### src/rtl/mac_rd_pkg.sv
package mac_rd_pkg;
  typedef struct packed {
    logic frac;
    logic uns;
    logic rnd;
    logic sat;
  } rd_mode_t;
endpackage

### src/rtl/mac_rd_frac.sv
// Fractional readout: drop a SHIFT-bit remainder, round to nearest even,
// then clamp to OUT_W signed bits when saturation is enabled.
module mac_rd_frac #(
  parameter int IN_W  = 48,
  parameter int SHIFT = 8,
  parameter int OUT_W = 32
) (
  input  logic [IN_W-1:0]  acc,
  input  logic             rnd_en,
  input  logic             sat_en,
  output logic [OUT_W-1:0] res,
  output logic             ovf
);
  localparam int Q_W = IN_W - SHIFT;
  localparam logic [SHIFT-1:0] HALF = {1'b1, {(SHIFT-1){1'b0}}};

  logic [Q_W-1:0]   q;
  logic [SHIFT-1:0] rem;
  logic             inc;
  logic [Q_W:0]     sum;
  logic             fits;

  assign q    = acc[IN_W-1:SHIFT];
  assign rem  = acc[SHIFT-1:0];
  assign inc  = rnd_en & ((rem > HALF) | ((rem == HALF) & q[0]));
  assign sum  = {q[Q_W-1], q} + {{Q_W{1'b0}}, inc};
  assign fits = (&sum[Q_W:OUT_W-1]) | ~(|sum[Q_W:OUT_W-1]);

  always_comb begin
    if (sat_en && !fits) begin
      res = sum[Q_W] ? {1'b1, {(OUT_W-1){1'b0}}} : {1'b0, {(OUT_W-1){1'b1}}};
      ovf = 1'b1;
    end else begin
      res = sum[OUT_W-1:0];
      ovf = 1'b0;
    end
  end
endmodule

### src/rtl/mac_rd_int.sv
// Integer readout: signed or unsigned, always clamped when out of range.
module mac_rd_int #(
  parameter int IN_W  = 48,
  parameter int OUT_W = 32
) (
  input  logic [IN_W-1:0]  acc,
  input  logic             uns,
  output logic [OUT_W-1:0] res,
  output logic             ovf
);
  logic s_fit;
  logic u_fit;

  assign s_fit = (&acc[IN_W-1:OUT_W-1]) | ~(|acc[IN_W-1:OUT_W-1]);
  assign u_fit = ~(|acc[IN_W-1:OUT_W]);

  always_comb begin
    res = acc[OUT_W-1:0];
    ovf = 1'b0;
    if (uns) begin
      if (!u_fit) begin
        res = {OUT_W{1'b1}};
        ovf = 1'b1;
      end
    end else if (!s_fit) begin
      res = acc[IN_W-1] ? {1'b1, {(OUT_W-1){1'b0}}} : {1'b0, {(OUT_W-1){1'b1}}};
      ovf = 1'b1;
    end
  end
endmodule

### src/rtl/mac_readout.sv
module mac_readout #(
  parameter int ACC_W        = 48,
  parameter int DATA_W       = 32,
  parameter int HALF_W       = 16,
  parameter int FINE_SHIFT   = 8,
  parameter int COARSE_SHIFT = 24
) (
  input  logic              clk,
  input  logic              rst,
  input  logic              in_valid,
  output logic              in_ready,
  input  logic [ACC_W-1:0]  in_acc,
  input  logic              mode_frac,
  input  logic              mode_unsigned,
  input  logic              mode_round,
  input  logic              mode_sat,
  output logic              out_valid,
  input  logic              out_ready,
  output logic [DATA_W-1:0] out_data,
  output logic              out_ovf
);
  import mac_rd_pkg::*;

  localparam int PAD_W = DATA_W - HALF_W;

  rd_mode_t          mode;
  logic [HALF_W-1:0] r16;
  logic              o16;
  logic [DATA_W-1:0] r32;
  logic              o32;
  logic [DATA_W-1:0] ri;
  logic              oi;
  logic [DATA_W-1:0] nxt_data;
  logic              nxt_ovf;
  logic              take;

  assign mode = '{frac: mode_frac, uns: mode_unsigned, rnd: mode_round, sat: mode_sat};

  // Half precision always rounds.
  mac_rd_frac #(.IN_W(ACC_W), .SHIFT(COARSE_SHIFT), .OUT_W(HALF_W)) u_frac16 (
    .acc(in_acc), .rnd_en(1'b1), .sat_en(mode.sat), .res(r16), .ovf(o16)
  );

  mac_rd_frac #(.IN_W(ACC_W), .SHIFT(FINE_SHIFT), .OUT_W(DATA_W)) u_frac32 (
    .acc(in_acc), .rnd_en(mode.rnd), .sat_en(mode.sat), .res(r32), .ovf(o32)
  );

  mac_rd_int #(.IN_W(ACC_W), .OUT_W(DATA_W)) u_int (
    .acc(in_acc), .uns(mode.uns), .res(ri), .ovf(oi)
  );

  always_comb begin
    if (!mode.frac) begin
      nxt_data = ri;
      nxt_ovf  = oi;
    end else if (mode.uns) begin
      nxt_data = {{PAD_W{1'b0}}, r16};
      nxt_ovf  = o16;
    end else begin
      nxt_data = r32;
      nxt_ovf  = o32;
    end
  end

  assign in_ready = !out_valid || out_ready;
  assign take     = in_valid && in_ready;

  always_ff @(posedge clk) begin
    if (rst) begin
      out_valid <= 1'b0;
      out_data  <= '0;
      out_ovf   <= 1'b0;
    end else begin
      if (take) begin
        out_valid <= 1'b1;
        out_data  <= nxt_data;
        out_ovf   <= nxt_ovf;
      end else if (out_ready) begin
        out_valid <= 1'b0;
      end
    end
  end
endmodule

### config.mk
export PLATFORM = sky130hd
export DESIGN_NAME = mac_readout
export DESIGN_NICKNAME = d
export VERILOG_FILES = /design/src/rtl/mac_rd_pkg.sv /design/src/rtl/mac_rd_frac.sv /design/src/rtl/mac_rd_int.sv /design/src/rtl/mac_readout.sv
export SDC_FILE = /design/constraint.sdc
export NUM_CORES = 1
export LEC_CHECK = 0
export BUFFER_PORTS_ARGS = -buffer_cell sky130_fd_sc_hd__buf_2
export CAP_MARGIN = 40
export CORE_UTILIZATION = 51
export CTS_CLUSTER_DIAMETER = 60
export CTS_CLUSTER_SIZE = 14
export DETAILED_ROUTE_END_ITERATION = 12
export HOLD_SLACK_MARGIN = 0.05
export PLACE_DENSITY = 0.78
export SETUP_SLACK_MARGIN = 0.2
export SLEW_MARGIN = 20
export SYNTH_ARGS = -nofsm -noshare
export SYNTH_HDL_FRONTEND = slang
export SYNTH_HIERARCHICAL = 1
export SYNTH_SLANG_ARGS = --single-unit
### constraint.sdc
create_clock -name clk -period 3.6 [get_ports clk]
set_input_delay 0.18 -clock clk [delete_from_list [all_inputs] [get_ports clk]]
set_output_delay 0.18 -clock clk [all_outputs]
set_load 0.01 [all_outputs]
==> reports/metrics.cfg, run 1 <==
[synth]
dominantRegCellSynth=sky130_fd_sc_hd__dfxtp_1
synth-edff-count=0
async_reset_ff_share_pct=0
postSynthRegisterBits=34
mappedNetlistArea_um2=4471
part_of_the_yosys_area_used_for_sequential_elements_pct=15.23
avgSynthCellArea_um2=7.748
yosys_warnings=6
syn_inst=577
synth.net_count=637
synth_cell_types=69

[sta]
hold_ws_ps=356.1
rsz0062_at_grt=yes
timing_max_transition_violations_final=0
period_minus_slack_ps=3513
max-slew-margin-rel_pct=53.00
post-route-period-util_pct=97.57
final.setup_skew_ps=4.011
endpoints_failing_setup=0
maxClockFrequency_mhz=284.7
hold_violations=0
worst_slew_pin_slew_ps=705.0

[placed_design]
numPlacedInstances=784
port-buffer-count=90
finalWeightedCongestion=0.9576
detailed_place_hpwl_mm=10.65

[global_routing]
largest_net_degree_at_the_start_of_global_routing=54
first_global_vias=4923
grtUsageTotal_pct=33.31
globalRouteOverflowTotal=0
global_route_wire_length_before_repair_mm=23.72
number_of_antenna_violations_at_the_first_check_in_global_routing=0

[cells_and_area]
mostFrequentLayoutCell=sky130_fd_sc_hd__buf_2
area_of_combinational_cells_with_multiple_inputs_um2=3557
layout.filler_cells=717
finalNetCount=758
final_core_util_pct=67.04
area.sequential_um2=680.7
drive_gt1_share_pct=34.19
fin_cells=804
layout.cells.most_common_list=sky130_fd_sc_hd__buf_2, sky130_fd_sc_hd__buf_4, sky130_fd_sc_hd__a21oi_1
synthToLayoutAreaGrowth_pct=25.08
n_antenna_cell=0

[run]
drv.max_cap_violation_count=0

[floorplanning]
initial_core_util_pct=53.60
die-area_um2=9144
core-area_um2=8341
ioPinCount=91
die_width_um=95.63
rows=33
die_h_um=95.63

[critical_path]
worst_ep_arrival_time_ps=3740
criticalPathCategory=in2reg
worstPathBufferInverterCount=4
timing.critical_path.fanout_max=7
register_to_register_setup_slack_ps=2040
worst_path_dominant_cell_family=compound AO/OA/AOI/OAI gates
regToRegEndpoint=out_data[30]
start_kind=input pin
critPathCaptureType=register
maximum_cell_stage_delay_along_the_critical_path_ps=440
reg2regPathDepth=4
worstPathCellList=buf_2 -> nor4_1 -> and4_1 -> a31oi_1 -> ha_2 -> ha_4 -> nand4_1 -> or2_4 -> buf_6 -> o31a_1 -> buf_6 -> a21o_1 -> o221ai_4 -> clkbuf_16 -> mux2i_1 -> mux2i_1 -> a2111o_1 -> a21oi_1
required_time_at_the_endpoint_of_the_critical_path_ps=3820
source_of_the_worst_register_to_register_timing_path=out_valid
cpMaxStageDelayCell=sky130_fd_sc_hd__a2111o_1

[worst_hold_path]
hold_path_startpoint=in_valid
hold_end=out_data[25]
worstHoldPathType=in2reg
holdPathStages=3

[clock_network]
h-tree-depth=2
clk_pin_slew_ps=80
cts_made_buffers=5
tritoncts_num_sinks=34
tritoncts=built
cts_max_path_buffers=2
clkLatencyLatePin_ps=290
clock_tree.root_cell=sky130_fd_sc_hd__clkbuf_8

[drt]
drtAntennaViolNets=0
route.detailed.vias_per_inst=6.464
final_wl_mm=15.22
average_wire_length_per_cell_after_detail_routing_um=18.93
route.vias.total=5197
drcViolationCount=0
detailedRoute.firstIterationViolations=544
drt_first_pass_iters=5

[run_status]
run_status=complete, no violations

[power_and_ir_drop]
ir_drop_v=0.0001496
power_leakage_nw=2.223
power.density_nw_per_um2=221.3

==> sequential cells by signal, indices dropped and copies added, names as in the netlist <==
signal	flops
out_ovf	1
out_valid	1
out_data	32
==> worst min-delay path, cell delays in order <==
cell and delay, ps:
sky130_fd_sc_hd__buf_2 200, sky130_fd_sc_hd__a21oi_1 160, sky130_fd_sc_hd__a211oi_1 50
==> metal layers <==
metal	global-route usage [%]	share of wire (%)
met3	7.496	8.9
met5	0	0
met1	40.01	39
met2	55.54	48
met4	16.54	4.0
==> where the power goes <==
| part | internal, mW | switching (mW) |
|---|---|---|
| logic | 0.218 | 0.294 |
| registers | 0.407 | 0.0156 |
| clock network | 0.154 | 0.148 |
| total | 0.779 | 0.458 |
==> cells in the mapped netlist (2+ instances only) <==
| master | count | area, µm² |
|---|---|---|
| sky130_fd_sc_hd__a21oi_2 | 30 | 262.8 |
| sky130_fd_sc_hd__nand2_1 | 25 | 93.84 |
| sky130_fd_sc_hd__xnor2_1 | 22 | 192.7 |
| sky130_fd_sc_hd__nor2b_1 | 18 | 112.6 |
| sky130_fd_sc_hd__nand2b_1 | 4 | 25.02 |
| sky130_fd_sc_hd__clkbuf_1 | 18 | 67.56 |
| sky130_fd_sc_hd__nor2_1 | 26 | 97.59 |
| sky130_fd_sc_hd__and2_1 | 5 | 31.28 |
| sky130_fd_sc_hd__a211oi_1 | 15 | 112.6 |
| sky130_fd_sc_hd__buf_2 | 9 | 45.04 |
| sky130_fd_sc_hd__nand4_2 | 2 | 25.02 |
| sky130_fd_sc_hd__a21o_1 | 2 | 15.01 |
| sky130_fd_sc_hd__a311oi_1 | 2 | 17.52 |
| sky130_fd_sc_hd__buf_6 | 8 | 90.09 |
| sky130_fd_sc_hd__nor4_1 | 18 | 112.6 |
| sky130_fd_sc_hd__a21oi_1 | 54 | 270.3 |
| sky130_fd_sc_hd__nor3_1 | 14 | 70.07 |
| sky130_fd_sc_hd__or4_4 | 2 | 22.52 |
| sky130_fd_sc_hd__buf_12 | 4 | 80.08 |
| sky130_fd_sc_hd__buf_1 | 3 | 11.26 |
| sky130_fd_sc_hd__ha_1 | 4 | 50.05 |
| sky130_fd_sc_hd__nand3b_1 | 3 | 22.52 |
| sky130_fd_sc_hd__or3_1 | 4 | 25.02 |
| sky130_fd_sc_hd__nand4_1 | 15 | 93.84 |
| sky130_fd_sc_hd__inv_2 | 4 | 15.01 |
| sky130_fd_sc_hd__and4_1 | 9 | 78.83 |
| sky130_fd_sc_hd__mux2i_1 | 33 | 330.3 |
| sky130_fd_sc_hd__inv_1 | 8 | 30.03 |
| sky130_fd_sc_hd__buf_4 | 3 | 22.52 |
| sky130_fd_sc_hd__dfxtp_1 | 34 | 680.7 |
| sky130_fd_sc_hd__and3_1 | 15 | 93.84 |
| sky130_fd_sc_hd__xor2_1 | 28 | 245.2 |
| sky130_fd_sc_hd__nand3_1 | 26 | 130.1 |
| sky130_fd_sc_hd__o21ai_0 | 7 | 35.03 |
| sky130_fd_sc_hd__o21ai_1 | 20 | 100.1 |
| sky130_fd_sc_hd__o31ai_1 | 2 | 15.01 |
| sky130_fd_sc_hd__a31oi_1 | 3 | 18.77 |
| sky130_fd_sc_hd__a2111o_1 | 17 | 191.4 |
| sky130_fd_sc_hd__o21a_1 | 31 | 232.7 |
==> what timing repair did <==
| action | CTS | global route |
|---|---|---|
| hold buffers | 0 | 0 |
| setup buffers | 7 | 3 |
| pin swaps | 34 | 13 |
| gates cloned | 1 | 1 |
| endpoints found under the setup margin | 17 | 32 |
| gates resized for setup | 24 | 14 |
==> logic make-up (layout without fill, tap and decap cells) <==
kind of cell / after synthesis / in the layout / share of synthesized area, %
simple gates: 200 / 201 / 25.89
mux: 34 / 34 / 7.641
other cells: 1 / 1 / 0.08388
compound gates: 195 / 195 / 31.88
xor+xnor: 50 / 50 / 9.796
fa+ha+maj: 4 / 4 / 1.120
flops: 34 / 34 / 15.23
buf+inv: 59 / 180 / 8.368
==> cell type report <==
class,instances,area share (%)
timing repair buffer,160,19.42
inverter,12,0.8055
clock buffer,7,1.544
sequential,34,12.17
tap,105,2.350
multi-input combinational,485,63.62
clock inverter,1,0.08951
==> how the worst max path moves through the flow <==
stage,start,endpoint,slack [ps],depth (start not counted)
after floorplan,in_acc[18],out_data[7],200,16
after global placement,in_acc[13],out_data[7],-350,17
after detailed placement,in_acc[13],out_data[7],-400,17
after CTS,in_acc[3],out_data[7],140,18
after global routing,in_acc[2],out_data[2],-20,19
final,in_acc[18],out_data[2],90,18
==> stage by stage <==
step | worst slack [ps] | setup TNS, ps | area, µm² | power [mW]
floorplan | 200.4 | 0 | 4471 | 0.7117
global placement | -352.5 | -4382 | 5190 | 0.8939
detailed placement | -396.9 | -5635 | 5201 | 0.9049
CTS | 136.5 | 0 | 5498 | 1.222
global route | -19.97 | -19.97 | 5592 | 1.302
finish | 87.43 | 0 | 5592 | 1.237
Power figures use the tool's default switching activity.
==> run 2, diff against run 1 <==
--- a/config.mk
+++ b/config.mk
@@ -10,2 +10,3 @@
 export CORE_UTILIZATION = 51
+export CTS_BUF_LIST = sky130_fd_sc_hd__clkbuf_4 sky130_fd_sc_hd__clkbuf_8 sky130_fd_sc_hd__clkbuf_16
 export CTS_CLUSTER_DIAMETER = 60
==> constraint.sdc (replaced) <==
create_clock -name clk -period 3.6 [get_ports clk]
set_input_delay 0.9 -clock clk [delete_from_list [all_inputs] [get_ports clk]]
set_output_delay 0.9 -clock clk [all_outputs]
set_load 0.01 [all_outputs]
==> reports/metrics.cfg, run 2 (same netlist as run 1, synthesis figures left out) <==
[sta]
endpoints_failing_setup=32  ; was 0
post-route-period-util_pct=122.7  ; was 97.57%
rsz0062_at_grt=yes  ; unchanged
maxClockFrequency_mhz=226.4  ; was 284.7 MHz
finalWorstSetupSlack_ps=-817.5  ; was 87.43 ps
worst_slew_pin_slew_ps=727.5  ; was 705.0 ps
timing_max_transition_violations_final=0  ; unchanged
max-slew-margin-rel_pct=51.50  ; was 53.00%
final.setup_skew_ps=11.78  ; was 4.011 ps
finalSetupTns_ps=-15550  ; was 0 ps
hold_ws_ps=482.7  ; was 356.1 ps
period_minus_slack_ps=4417  ; was 3513 ps
hold_violations=0  ; unchanged

[drt]
maxUsedRoutingLayer=met4  ; unchanged
dr_wl_met2_mm=8.451  ; was 7.289 mm
drtAntennaViolNets=0  ; unchanged
final_wl_mm=18.45  ; was 15.22 mm
route.vias.total=5786  ; was 5,197
route.detailed.vias_per_inst=6.666  ; was 6.464
met3_wirelength_mm=1.975  ; was 1.352 mm
detailedRoute.firstIterationViolations=515  ; was 544
drt_first_pass_iters=5  ; unchanged
detail_route.wirelength.met1_mm=6.787  ; was 5.972 mm
average_wire_length_per_cell_after_detail_routing_um=21.26  ; was 18.93 µm
drcViolationCount=0  ; unchanged

[power_and_ir_drop]
power.density_nw_per_um2=209.5  ; was 221.3 nW/µm²
power_leakage_nw=2.670  ; was 2.223 nW
ir_drop_v=0.0002017  ; was 0.0001496 V

[cells_and_area]
regMostFlops=out_data  ; unchanged
layout.filler_cells=562  ; was 717
layout.cells.most_common_list=sky130_fd_sc_hd__buf_4, sky130_fd_sc_hd__buf_2, sky130_fd_sc_hd__a21oi_1  ; was sky130_fd_sc_hd__buf_2, sky130_fd_sc_hd__buf_4, sky130_fd_sc_hd__a21oi_1
synthToLayoutAreaGrowth_pct=46.71  ; was 25.08%
area.sequential_um2=680.7  ; unchanged
largest_registers=out_data (32), out_ovf (1), out_valid (1)  ; unchanged
finalNetCount=821  ; was 758
final_cell_area_um2=6559  ; was 5592 µm²
mostFrequentLayoutCell=sky130_fd_sc_hd__buf_4  ; was sky130_fd_sc_hd__buf_2
largest_register_ffs=32  ; unchanged
drive_gt1_share_pct=43.70  ; was 34.19%
area_of_combinational_cells_with_multiple_inputs_um2=3830  ; was 3557 µm²
fin_cells=868  ; was 804

[critical_path]
worst_ep_arrival_time_ps=4650  ; was 3740 ps
criticalPathCategory=in2reg  ; unchanged
required_time_at_the_endpoint_of_the_critical_path_ps=3830  ; was 3820 ps
start_kind=input pin  ; unchanged
critPathCaptureType=register  ; unchanged
timing.critical_path.fanout_max=4  ; was 7

[clock_network]
h-tree-depth=2  ; unchanged
tritoncts_num_sinks=34  ; unchanged
clkLatencyLatePin_ps=300  ; was 290 ps
cts_max_path_buffers=2  ; unchanged
cts_made_buffers=5  ; unchanged
post_cts_hold_buffer_count=0  ; unchanged
tritoncts=built  ; unchanged
clock_tree.root_cell=sky130_fd_sc_hd__clkbuf_8  ; unchanged
clk_pin_slew_ps=80  ; about the same

[floorplanning]
core-area_um2=8341  ; unchanged
initial_core_util_pct=53.60  ; unchanged
ioPinCount=91  ; unchanged
rows=33  ; unchanged
die_h_um=95.63  ; unchanged
die-area_um2=9144  ; unchanged
die_width_um=95.63  ; unchanged

[placed_design]
finalWeightedCongestion=1.001  ; was 0.9576
port-buffer-count=90  ; unchanged
numPlacedInstances=833  ; was 784
detailed_place.area_um2=5654  ; was 5201 µm²
detailed_place_hpwl_mm=11.69  ; was 10.65 mm
pre_cts_slack_ps=-1128  ; was -396.9 ps

[run_status]
run_status=finished, violations left  ; was complete, no violations
failed_checks=setup timing

[global_routing]
first_global_vias=5226  ; was 4,923
globalRouteOverflowTotal=0  ; unchanged
number_of_antenna_violations_at_the_first_check_in_global_routing=1  ; was 0
global_route_wire_length_before_repair_mm=26.24  ; was 23.72 mm
grtUsageTotal_pct=37.25  ; was 33.31%
largest_net_degree_at_the_start_of_global_routing=43  ; was 54

[run]
drv.max_cap_violation_count=0  ; unchanged

[worst_hold_path]
worstHoldPathType=reg2reg  ; was in2reg

==> run 2: changes by cell type in the layout (fill, tap and decap cells not counted), sizes merged <==
cell / delta
nor2b: +1
clkbuf: -1
diode: +1
buf: +63
==> run 2: per-layer routing <==
| metal | global-route usage (%) | up-vias |
|---|---|---|
| met5 | 0 | - |
| met4 | 20.15 | 0 |
| met3 | 10.13 | 129 |
| met2 | 59.58 | 416 |
| met1 | 45.12 | 2703 |
| li1 | - | 2538 |
==> run 2: through the flow <==
stage	utilization, %	total power, mW
4_1_cts	74.41	1.299
2_1_floorplan	-	0.7156
6_report	78.64	1.374
5_1_grt	78.61	1.431
3_3_place_gp	67.79	0.9273
3_5_place_dp	67.79	0.9401
==> run 2: report_power, final <==
| part | switching [mW] | internal (mW) | leakage, nW |
|---|---|---|---|
| clock | 0.149 | 0.162 | 0.0517 |
| sequential | 0.0180 | 0.407 | 0.282 |
| combinational | 0.347 | 0.290 | 2.34 |
| total | 0.515 | 0.859 | 2.67 |
==> run 2: area by class of cell <==
cell class | count | area share [%]
multi-input combinational | 486 | 58.39
timing repair buffer | 222 | 26.97
sequential | 34 | 10.38
tap | 105 | 2.003
clock buffer | 7 | 1.374
inverter | 12 | 0.7631
clock inverter | 1 | 0.07631
antenna | 1 | 0.03815
==> run 2: worst max-delay path: stages <==
cell	delay, ps
sky130_fd_sc_hd__buf_6	100
sky130_fd_sc_hd__nor4_4	290
sky130_fd_sc_hd__buf_4	150
sky130_fd_sc_hd__and4_4	230
sky130_fd_sc_hd__a31oi_4	90
sky130_fd_sc_hd__ha_4	190
sky130_fd_sc_hd__ha_4	160
sky130_fd_sc_hd__nand4_1	100
sky130_fd_sc_hd__buf_4	150
sky130_fd_sc_hd__nor2_4	40
sky130_fd_sc_hd__or4_4	410
sky130_fd_sc_hd__o21ai_2	80
sky130_fd_sc_hd__o2111ai_2	170
sky130_fd_sc_hd__o221ai_4	270
sky130_fd_sc_hd__buf_12	140
sky130_fd_sc_hd__buf_16	100
sky130_fd_sc_hd__buf_4	100
sky130_fd_sc_hd__mux2i_1	220
sky130_fd_sc_hd__mux2i_1	150
sky130_fd_sc_hd__a2111o_1	460
sky130_fd_sc_hd__a21oi_2	120
==> run 2: repair_timing <==
| item | 4_1_cts | 5_1_grt |
|---|---|---|
| endpoints found under the setup margin | 32 | 33 |
| setup buffers | 12 | 10 |
| resized for setup | 51 | 54 |
| pin swaps | 11 | 22 |
| gates cloned | 4 | 0 |
==> run 2: final timing paths <==
check,cells past startpoint,slack (ps),from,to
worst min-delay path,2,480,out_data[3],out_data[3]
worst max-delay path,21,-820,in_acc[20],out_data[8]
worst max register to register,4,2000,out_valid,out_data[24]
worst min register to register,2,480,out_data[3],out_data[3]
